===== config.mk =====
export PLATFORM = sky130hd
export DESIGN_NAME = bcd_calendar_top
export DESIGN_NICKNAME = d
export VERILOG_FILES = /design/src/rtl/cal_pkg.sv /design/src/rtl/cal_divider.sv /design/src/rtl/cal_advance.sv /design/src/rtl/bcd_calendar_top.sv
export SDC_FILE = /design/constraint.sdc
export NUM_CORES = 1
export LEC_CHECK = 0
export ABC_AREA = 1
export BUFFER_PORTS_ARGS = -buffer_cell sky130_fd_sc_hd__buf_4
export CAP_MARGIN = 20
export CORE_ASPECT_RATIO = 1.5
export CORE_MARGIN = 3
export CORE_UTILIZATION = 24
export DETAILED_ROUTE_END_ITERATION = 12
export PLACE_DENSITY_LB_ADDON = 0.12
export SKIP_LAST_GASP = 1
export SLEW_MARGIN = 25
export SYNTH_ARGS = -nofsm -noshare
export SYNTH_HDL_FRONTEND = slang
export SYNTH_SLANG_ARGS = --single-unit

===== constraint.sdc =====
create_clock -name clk -period 2.1 [get_ports clk]
set_input_delay 0.105 -clock clk [delete_from_list [all_inputs] [get_ports clk]]
set_output_delay 0.105 -clock clk [all_outputs]
set_load 0.1 [all_outputs]

===== src/rtl/cal_pkg.sv =====
package cal_pkg;

    typedef struct packed {
        logic       stop;
        logic [6:0] sec;
        logic [6:0] min;
        logic [5:0] hour;
        logic       ftest;
        logic [2:0] day;
        logic [5:0] date;
        logic [4:0] month;
        logic [7:0] year;
        logic [5:0] century;
    } cal_t;

    function automatic logic [7:0] bcd_inc(input logic [7:0] v);
        if (v[3:0] == 4'd9)
            return {v[7:4] + 4'd1, 4'd0};
        return {v[7:4], v[3:0] + 4'd1};
    endfunction

    function automatic logic [6:0] bcd_to_bin(input logic [7:0] v);
        return 7'(v[7:4]) * 7'd10 + 7'(v[3:0]);
    endfunction

    // last valid date of a month, returned in BCD
    function automatic logic [5:0] month_last(input logic [4:0] month,
                                              input logic [7:0] year);
        logic [6:0] mb;
        logic [6:0] yb;
        mb = bcd_to_bin({3'd0, month});
        yb = bcd_to_bin(year);
        case (mb)
            7'd2:                      return (yb[1:0] == 2'd0) ? 6'h29 : 6'h28;
            7'd4, 7'd6, 7'd9, 7'd11:   return 6'h30;
            default:                   return 6'h31;
        endcase
    endfunction

endpackage


===== src/rtl/cal_divider.sv =====
module cal_divider #(
    parameter int DIV_W      = 15,
    parameter int TOGGLE_BIT = 5
) (
    input  logic clk,
    input  logic rst_n,
    input  logic tick,
    input  logic run,
    input  logic clear,
    output logic sec_pulse,
    output logic toggle
);
    localparam logic [DIV_W-1:0] CNT_LAST = {DIV_W{1'b1}};

    logic [DIV_W-1:0] cnt_d, cnt_q;

    always_comb begin
        cnt_d     = cnt_q;
        sec_pulse = 1'b0;
        if (clear) begin
            cnt_d = '0;
        end else if (tick && run) begin
            cnt_d     = cnt_q + 1'b1;
            sec_pulse = (cnt_q == CNT_LAST);
        end
    end

    always_ff @(posedge clk) begin
        if (!rst_n) cnt_q <= '0;
        else        cnt_q <= cnt_d;
    end

    assign toggle = cnt_q[TOGGLE_BIT];
endmodule


===== src/rtl/cal_advance.sv =====
module cal_advance
    import cal_pkg::*;
(
    input  cal_t cur,
    output cal_t nxt
);
    logic [5:0] last_date;

    always_comb begin
        last_date = month_last(cur.month, cur.year);
        nxt = cur;
        if (cur.sec == 7'h59) begin
            nxt.sec = '0;
            if (cur.min == 7'h59) begin
                nxt.min = '0;
                if (cur.hour == 6'h23) begin
                    nxt.hour = '0;
                    nxt.day  = (cur.day == 3'd7) ? 3'd1 : cur.day + 3'd1;
                    if (cur.date == last_date) begin
                        nxt.date = 6'h01;
                        if (cur.month == 5'h12) begin
                            nxt.month = 5'h01;
                            if (cur.year == 8'h99) begin
                                nxt.year    = 8'h00;
                                nxt.century = (cur.century == 6'h39) ? 6'h00
                                              : 6'(bcd_inc({2'b0, cur.century}));
                            end else begin
                                nxt.year = bcd_inc(cur.year);
                            end
                        end else begin
                            nxt.month = 5'(bcd_inc({3'b0, cur.month}));
                        end
                    end else begin
                        nxt.date = 6'(bcd_inc({2'b0, cur.date}));
                    end
                end else begin
                    nxt.hour = 6'(bcd_inc({2'b0, cur.hour}));
                end
            end else begin
                nxt.min = 7'(bcd_inc({1'b0, cur.min}));
            end
        end else begin
            nxt.sec = 7'(bcd_inc({1'b0, cur.sec}));
        end
    end
endmodule


===== src/rtl/bcd_calendar_top.sv =====
module bcd_calendar_top
    import cal_pkg::*;
#(
    parameter int DIV_W      = 15,
    parameter int TOGGLE_BIT = 5
) (
    input  logic       clk,
    input  logic       rst_n,
    input  logic       tick_32k,
    input  logic       load_strobe,
    input  logic [7:0] load_sec,
    input  logic [7:0] load_min,
    input  logic [7:0] load_hour,
    input  logic [7:0] load_day,
    input  logic [7:0] load_date,
    input  logic [7:0] load_month,
    input  logic [7:0] load_year,
    input  logic [7:0] load_century,
    output logic [7:0] sec_o,
    output logic [7:0] min_o,
    output logic [7:0] hour_o,
    output logic [7:0] day_o,
    output logic [7:0] date_o,
    output logic [7:0] month_o,
    output logic [7:0] year_o,
    output logic [7:0] century_o
);
    localparam cal_t RESET_VAL = '{stop: 1'b0, sec: 7'h00, min: 7'h00, hour: 6'h00,
                                   ftest: 1'b0, day: 3'd1, date: 6'h01, month: 5'h01,
                                   year: 8'h00, century: 6'h20};

    cal_t st_d, st_q, st_adv;
    logic sec_pulse, toggle;

    cal_divider #(.DIV_W(DIV_W), .TOGGLE_BIT(TOGGLE_BIT)) u_div (
        .clk      (clk),
        .rst_n    (rst_n),
        .tick     (tick_32k),
        .run      (!st_q.stop),
        .clear    (load_strobe),
        .sec_pulse(sec_pulse),
        .toggle   (toggle)
    );

    cal_advance u_adv (
        .cur(st_q),
        .nxt(st_adv)
    );

    always_comb begin
        st_d = st_q;
        if (load_strobe) begin
            st_d.stop    = load_sec[7];
            st_d.sec     = load_sec[6:0];
            st_d.min     = load_min[6:0];
            st_d.hour    = load_hour[5:0];
            st_d.ftest   = load_day[6];
            st_d.day     = load_day[2:0];
            st_d.date    = load_date[5:0];
            st_d.month   = load_month[4:0];
            st_d.year    = load_year;
            st_d.century = load_century[5:0];
        end else if (sec_pulse) begin
            st_d = st_adv;
        end
    end

    always_ff @(posedge clk) begin
        if (!rst_n) st_q <= RESET_VAL;
        else        st_q <= st_d;
    end

    logic sec_lsb;
    assign sec_lsb   = (st_q.ftest && !st_q.stop) ? toggle : st_q.sec[0];
    assign sec_o     = {st_q.stop, st_q.sec[6:1], sec_lsb};
    assign min_o     = {1'b0, st_q.min};
    assign hour_o    = {2'b0, st_q.hour};
    assign day_o     = {1'b0, st_q.ftest, 3'b0, st_q.day};
    assign date_o    = {2'b0, st_q.date};
    assign month_o   = {3'b0, st_q.month};
    assign year_o    = st_q.year;
    assign century_o = {2'b0, st_q.century};
endmodule


==> flow_metrics.tcl, run 1 <==
set metrics [dict create \
    busiest_layer "met2" \
    die_area_mm2 0.0200 \
    numCtsBuffers 9 \
    diodes 0 \
    drive_above_1_share_pct 30.2 \
    synth_ff_type "dfxtp_1" \
    drtIter0Drc 189 \
    grt_max_degree 36 \
    area_growth_pct 32.3 \
    clk_pin_slew_ns 0.06 \
    hold_viol 0 \
    slowest_stage "dfxtp_4" \
    num_vias 4297 \
    met1_usage_pct 14.6 \
    synth_cell_types 47 \
    rsz0062_at_grt "yes" \
    clockBufferDepth 2 \
    path_max_fanout 5 \
    grt_util_met2_pct 25.3 \
    hpwl_mm 10.1 \
    final_util_pct 32.5 \
    syn_area_per_cell_um2 6.88 \
    fin_ws_ns 0.0433 \
    drt_pass1_iterations 4 \
    layout_common_cells "buf_4 (137), nand2_1 (136), dfxtp_1 (61)" \
    max_clock_freq_mhz 486 \
    wl_per_cell_um 13.9 \
    async_reset_ff_share_pct 0 \
    start_util_pct 24.5 \
    fin_skew_ns 0.00956 \
    cpMostUsedCell "nand2_2" \
    die_h_um 172 \
    start_kind "register" \
    antenna_found_initial 0 \
    endpoint_kind "register" \
    relSlewSlack_pct 61.8 \
    p_leak_nw 2.56 \
    totalWireLength_mm 13.2 \
    worst_pin_slew_ns 0.570 \
    vdd_drop_max_v 0.000330 \
    track_usage_pct 13.4 \
    post-route-period-util_pct 97.9 \
    gp_congestion 0.797 \
    grt_pass1_vias 4250 \
    synth.yosys.seq_area_share_pct 29.6 \
    cts_num_sinks 65 \
    p_per_area_mw_per_mm2 650 \
    slew_viol_final 0 \
    cts-root-buf "clkbuf_16" \
    cp_slowest_stage_delay_ns 0.36 \
    finalNetCount 814 \
    final_common_cell "buf_4" \
    drc 0 \
    hold_ws_ns 0.0254 \
    cp.required_ns 2.38 \
    grt_pass1_wl_mm 21.0 \
    syn_inst 640 \
    synth-edff-count 0 \
    boundaryPins 132 \
    ys.warnings.count 0 \
    arrival_ns 2.33 \
    syn_area_mm2 0.00440 \
    port_buffers 103 \
    cts_max_level 3 \
    setup_viol 0 \
    grt-ovfl-total 0 \
    use_met3_pct 2.56 \
    die_x_um 117 \
    row_count 60 \
    viasPerCell 4.52 \
    synth_seq_cells 65 \
    crit_type "register to register" \
    cts_tree "built" \
    ant_nets 0 \
    clock_latency_ns 0.34 \
    maxCapViolCount 0 \
    critical_path.cell_chain "ha_4 -> ha_4 -> nand2_2 -> nand2_2 -> nor2_4 -> nand2_2 -> nand2_1 -> nand3_1 -> nor2_1 -> nand2_1 -> nand2_4 -> buf_6 -> nand3_4 -> clkinv_4 -> nand2_2 -> a21oi_2" \
    fin_crit_ns 2.06 \
    design.core.area_mm2 0.0179 \
    hp-class "input port to register" \
    pre_cts_slack_ns -0.102 \
    status "finished clean" \
]
-- path summary, 6_finish.rpt --
check                                     start               to  slack [ns]  cells after the start
worst min register to register  u_div.cnt_q[13]  u_div.cnt_q[13]        0.46                      2
worst max register to register       month_o[4]        year_o[7]        0.04                     16
worst max-delay path                 month_o[4]        year_o[7]        0.04                     16
worst min-delay path                load_sec[1]         sec_o[1]        0.03                      3
-- sequential cells by signal, indices dropped and copies added, names as in the netlist --
| signal | cells |
|---|---|
| min_o | 7 |
| century_o | 6 |
| hour_o | 6 |
| year_o | 8 |
| u_div.cnt_q | 15 |
| st_q | 1 |
| sec_o | 7 |
| day_o | 4 |
| month_o | 5 |
| date_o | 6 |
-- cell families (layout without fill, tap and decap cells) --
group	Yosys count	count (layout)	share of synthesized area, %
adder cells (fa/ha/maj)	18	18	5.12
XOR/XNOR	16	16	3.18
buffers and inverters	143	223	18.3
AO/OA/AOI/OAI	126	126	16.3
flip-flops	65	65	29.6
other	1	14	0.0852
AND/OR/NAND/NOR	271	271	27.5
-- worst max-delay path, delay by kind of cell (launching register included) --
kind	cells	cell delay, ns
AOI/OAI and AO/OA	1	0.12
adders and majority gates	2	0.33
buffers and inverters	2	0.22
DFF	1	0.36
and+or+nand+nor	11	0.96
-- final cells by class --
cell class | instances | area, um2
clock inverter | 5 | 78.8
timing repair buffer | 145 | 1130
fill | 1950 | 12100
clock buffer | 11 | 243
sequential | 65 | 1310
multi-input combinational | 445 | 2550
tap | 217 | 272
inverter | 62 | 238
-- per-layer routing --
layer  wire length, um  part of all wire (%)
met1              5360                    41
met3               537                   4.1
met4               225                   1.7
met5                 0                     0
met2              7100                    54
-- per-stage QoR --
stage	total power [mW]	TNS [ns]	cells	area, um2
floorplan	1.95	0	653	4450
global placement	2.12	-0.260	924	5170
detailed placement	2.13	-1.33	924	5170
CTS	3.83	0	946	5680
global route	3.94	-1.77	950	5820
finish	3.78	0	950	5820
-- report_power, final --
part	total, mW	internal, mW	switching, mW
clock	1.66	1.07	0.590
sequential	1.31	1.27	0.0371
combinational	0.817	0.225	0.591
-- synthesized netlist by cell type (4+ instances only) --
cell type,count,area share (%)
a211oi_1,4,0.68
nor2_1,56,4.8
nand3_1,39,4.4
o21ai_0,48,5.5
o31ai_1,4,0.68
xor2_1,11,2.2
nand2_1,144,12
a21oi_1,45,5.1
ha_1,18,5.1
nand3b_1,4,0.68
xnor2_1,5,0.99
clkbuf_1,12,1.0
nand4_1,5,0.71
a31oi_1,10,1.4
buf_4,65,11
inv_1,58,4.9
nor3_1,6,0.68
dfxtp_1,65,30
-- timing repair --
item,4_1_cts,5_1_grt
hold buffers,1,0
buffers inserted,5,4
endpoints found under the hold margin,1,0
pin swaps,11,16
setup endpoints to repair,21,32
gates resized for setup,27,32
No activity file was read; power rests on OpenSTA's default activity.
==> run 2, diff against run 1 <==
--- a/config.mk
+++ b/config.mk
@@ -13,2 +13,3 @@
 export CORE_UTILIZATION = 24
+export CTS_BUF_LIST = sky130_fd_sc_hd__clkbuf_4
 export DETAILED_ROUTE_END_ITERATION = 12
--- a/constraint.sdc
+++ b/constraint.sdc
@@ -3,2 +3,2 @@
 set_output_delay 0.105 -clock clk [all_outputs]
-set_load 0.1 [all_outputs]
+set_load 0.02 [all_outputs]
==> run 2 against run 1 <==
The run now ends with negative setup slack left. Fmax is 2.5% lower. Critical path depth stayed put. Worst setup slack worse by 0.052 ns. Final cell count is 3.1% higher. Clock skew is 0.017 ns higher. Sequential share of layout area is 0.26 points lower. Die area stayed put. Worst hold slack better by 0.016 ns. Clock power is 44% lower. Via count is 1.7% higher. Total power is 26% lower. Critical endpoint unchanged.
==> flow_metrics.tcl, run 2 (same netlist as run 1, synthesis figures left out) <==
set metrics [dict create \
    numCtsBuffers 9 \
    fin_ws_ns -0.00883 \
    endpoint_kind "register" \
    hpwl_mm 10.0 \
    die_h_um 172 \
    final_util_pct 32.9 \
    critical_path.cell_chain "ha_4 -> ha_4 -> nand2_2 -> nand2_2 -> nor2_4 -> nand2_2 -> nand2_1 -> nand3_1 -> nor2_1 -> nand2_2 -> nand2_4 -> buf_6 -> nand3_4 -> inv_4 -> nand2_2 -> a21oi_2" \
    fin_crit_ns 2.11 \
    cts_tree "built" \
    largest_register "u_div.cnt_q" \
    crit_type "register to register" \
    hold_ws_ns 0.0411 \
    setup_viol 1 \
    start_kind "register" \
    viasPerCell 4.47 \
    cts_max_level 3 \
    drive_above_1_share_pct 26.9 \
    place_inst 923 \
    cp.required_ns 2.49 \
    hp-class "input port to register" \
    grt-ovfl-total 0 \
    totalWireLength_mm 13.5 \
    rsz0062_at_grt "yes" \
    violations "negative setup slack" \
    grt_pass1_wl_mm 21.5 \
    drc 0 \
    post-route-period-util_pct 100 \
    slowest_stage "dfxtp_4" \
    gp_congestion 0.797 \
    antenna_found_initial 1 \
    worst_pin_slew_ns 0.572 \
    boundaryPins 132 \
    grt_max_degree 36 \
    vdd_drop_max_v 0.000193 \
    finalNetCount 842 \
    cts-root-buf "clkbuf_4" \
    area_growth_pct 34.0 \
    drtIter0Drc 182 \
    layout_common_cells "nand2_1 (138), buf_4 (131), dfxtp_1 (60)" \
    arrival_ns 2.50 \
    drt_pass1_iterations 4 \
    clk_pin_slew_ns 0.13 \
    die_area_mm2 0.0200 \
    grt_pass1_vias 4455 \
    clockBufferDepth 2 \
    row_count 60 \
    clock_latency_ns 0.46 \
    design.core.area_mm2 0.0179 \
    p_per_area_mw_per_mm2 475 \
    slew_viol_final 0 \
    num_vias 4372 \
    port_buffers 103 \
    track_usage_pct 13.7 \
    die_x_um 117 \
    maxCapViolCount 0 \
    max_clock_freq_mhz 474 \
    start_util_pct 24.5 \
    cts_num_sinks 65 \
    fin_skew_ns 0.0270 \
    relSlewSlack_pct 61.7 \
    largest_register_ffs 15 \
    pre_cts_slack_ns -0.106 \
    status "finished with violations" \
    wl_per_cell_um 13.8 \
    cp_slowest_stage_delay_ns 0.39 \
    path_max_fanout 5 \
    final_common_cell "nand2_1" \
    cpMostUsedCell "nand2_2" \
    hold_viol 0 \
    p_leak_nw 2.59 \
    stdcell_count 979 \
    ant_nets 0 \
    final.setup.tns_ns -0.00883 \
]
[run 2: cell type report]
type                    instances  area, um2
clock inverters                 7       77.6
well taps                     217        272
clock buffers                   9       67.6
inverters                      62        235
flip-flops and latches         65       1310
fillers                      1976      12000
repair buffers                173       1420
multi-input cells             445       2510
diodes                          1       2.50
[run 2: repair_timing]
item / in CTS / in global routing
setup buffers: 1 / 3
pin swaps: 4 / 21
endpoints found under the setup margin: 21 / 34
gates cloned: 0 / 0
hold buffers: 35 / 0
resized for setup: 15 / 34
endpoints found under the hold margin: 35 / 0
[run 2: final timing paths]
check,start,endpoint,slack (ns),cells after the start
worst max-delay path,month_o[4],year_o[7],-0.009,16
worst min-delay path,load_sec[6],sec_o[6],0.04,5
worst max register to register,month_o[4],year_o[7],-0.009,16
worst min register to register,u_div.cnt_q[13],u_div.cnt_q[13],0.47,2
[run 2: critical path, delay by kind of cell (launching register included)]
kind	cells	cell delay (ns)
and+or+nand+nor	11	0.97
DFF	1	0.39
adders and majority gates	2	0.33
buffers and inverters	2	0.23
AOI/OAI and AO/OA	1	0.12
[run 2: stage by stage]
stage	total power, mW	area, um2
finish	2.80	5900
global route	2.98	5900
CTS	2.86	5750
detailed placement	1.83	5170
global placement	1.83	5170
floorplan	1.66	4450
[run 2: report_power, final]
part / switching [mW] / total [mW] / internal [mW] / leakage, nW
registers: 0.0386 / 1.31 / 1.27 / 0.531
clock network: 0.557 / 0.929 / 0.372 / 0.0769
logic: 0.306 / 0.563 / 0.258 / 1.98
total: 0.902 / 2.80 / 1.90 / 2.59
[run 2: per-layer routing]
metal / vias up / wire length [um] / global-route usage (%)
met3: 15 / 491 / 2.63
met5: - / 0 / 0
met4: 0 / 192 / 4.84
met1: 2010 / 5590 / 15.4
li1: 2258 / - / -
met2: 89 / 7260 / 25.4
==> run 3, diff against run 2 <==
SETUP_SLACK_MARGIN = 0.2   (was default)
==> run 3 against run 2 <==
The run now ends clean. Via count grew 1.9%. Count of clock-buffer cells in the layout stayed put. Global-route usage shrank 0.19 points. Sequential share of layout area down 0.93 points. Flip-flop and latch count is the same. Die area unchanged. Fmax is 3.1% higher. Largest power group unchanged.
==> flow_metrics.tcl, run 3 (same netlist as run 1, synthesis figures left out) <==
set metrics [dict create \
    setup_viol 0 \
    rsz0062_at_grt "yes" \
    hold_ws_ns 0.0329 \
    cp_slowest_stage_delay_ns 0.40 \
    final_common_cell "buf_4" \
    p_leak_nw 2.68 \
    drive_above_1_share_pct 31.7 \
    critical_path.cell_chain "ha_4 -> ha_4 -> inv_2 -> nand2_2 -> nand2_2 -> nor2_4 -> nand3_1 -> nand2_1 -> inv_2 -> nor2_2 -> nand2_2 -> nand2_4 -> buf_6 -> nand3_4 -> clkinv_4 -> nand2_2 -> a21oi_1" \
    crit_type "register to register" \
    grt_pass1_wl_mm 21.1 \
    hpwl_mm 10.0 \
    fin_skew_ns 0.0292 \
    slew_viol_final 0 \
    dpl_cell_area_mm2 0.00523 \
    largest_register_ffs 15 \
    worst_pin_slew_ns 0.634 \
    hp-class "input port to register" \
    crit_family "simple AND/OR/NAND/NOR gates" \
    design.core.area_mm2 0.0179 \
    boundaryPins 132 \
    maxCapViolCount 0 \
    row_count 60 \
    die_x_um 117 \
    clockBufferDepth 2 \
    gp_congestion 0.797 \
    max_clock_freq_mhz 489 \
    cpMostUsedCell "nand2_2" \
    largest_register "u_div.cnt_q" \
    cts_max_level 3 \
    hp-start "load_hour[4]" \
    grt-ovfl-total 0 \
    cts-root-buf "clkbuf_4" \
    die_area_mm2 0.0200 \
    start_kind "register" \
    finalNetCount 854 \
    clock_latency_ns 0.46 \
    endpoint_kind "register" \
    clk_pin_slew_ns 0.12 \
    drt_pass1_iterations 4 \
    p_per_area_mw_per_mm2 454 \
    drtIter0Drc 152 \
    vdd_drop_max_v 0.000218 \
    die_h_um 172 \
    drc 0 \
    wl_per_cell_um 13.5 \
    fillers 1931 \
    slowest_stage "dfxtp_4" \
    status "finished clean" \
    post-route-period-util_pct 97.4 \
    power.total_mw 2.81 \
    cts_num_sinks 65 \
    r2r_start "month_o[4]" \
    crit_buf_inv 4 \
    start_util_pct 24.5 \
    area_growth_pct 40.3 \
    ant_nets 0 \
    grt_max_degree 33 \
    crit_start "month_o[4]" \
    design_area_mm2 0.00617 \
    fin_crit_ns 2.05 \
    viasPerCell 4.50 \
    numCtsBuffers 9 \
    layout_common_cells "buf_4 (135), nand2_1 (129), dfxtp_1 (59)" \
    port_buffers 103 \
    track_usage_pct 13.5 \
    arrival_ns 2.43 \
    grt_pass1_vias 4373 \
    totalWireLength_mm 13.4 \
    cp.required_ns 2.48 \
    hold_viol 0 \
    cts_tree "built" \
    path_max_fanout 5 \
    antenna_found_initial 1 \
    num_vias 4455 \
    relSlewSlack_pct 57.6 \
]
-- run 3: cell count changes in the layout (fill, tap and decap cells not counted), sizes merged --
| cell | change |
|---|---|
| dlygate4sd3 | +2 |
| clkinv | +2 |
| inv | -3 |
| buf | +10 |
| clkinvlp | +1 |
-- run 3: path summary, 6_finish.rpt --
check / depth (start not counted) / slack, ns / to
setup reg to reg: 17 / 0.05 / year_o[7]
hold / removal: 5 / 0.03 / hour_o[4]
setup / recovery: 17 / 0.05 / year_o[7]
hold reg to reg: 2 / 0.46 / u_div.cnt_q[13]
-- run 3: cell type report --
cell class	count	area (um2)	area share [%]
Tap cell	217	272	4.40
Inverter	62	246	3.99
Clock inverter	7	70.1	1.13
Antenna cell	1	2.50	0.0405
Timing Repair Buffer	185	1590	25.7
Multi-Input combinational cell	445	2620	42.4
Clock buffer	9	67.6	1.09
Sequential cell	65	1310	21.3
-- run 3: stage by stage --
step | setup TNS, ns | utilization [%] | setup WS (ns) | cells
after floorplan | 0 | - | 0.193 | 653
after global placement | 0 | 29.1 | 0.0239 | 922
after detailed placement | 0 | 29.1 | 0.00359 | 922
after CTS | 0 | 33.4 | 0.0444 | 983
after global routing | -0.762 | 34.4 | -0.0887 | 991
final | 0 | 34.4 | 0.0537 | 991
-- run 3: worst min-delay path: cells and delay by family --
family                 cells  cell delay, ns
AND/OR/NAND/NOR            1            0.04
AO/OA/AOI/OAI              3            0.23
buffers and inverters      1            0.08
-- run 3: report_power, final --
part | internal (mW) | switching [mW] | total [mW]
registers | 1.27 | 0.0402 | 1.31
clock network | 0.361 | 0.540 | 0.901
logic | 0.278 | 0.320 | 0.598
-- run 3: per-layer routing --
metal,wire [um],track usage [%]
met3,462,2.38
met1,5500,14.6
met5,0,0
met2,7050,24.7
met4,413,6.79
-- run 3: what timing repair did --
item                                    in CTS  in global routing
hold buffers                                36                  1
setup buffers                                8                  6
endpoints found under the setup margin      33                 47
resized for setup                           43                 46
pin swaps                                   15                 23
endpoints found under the hold margin       36                  1
cloned                                       1                  0
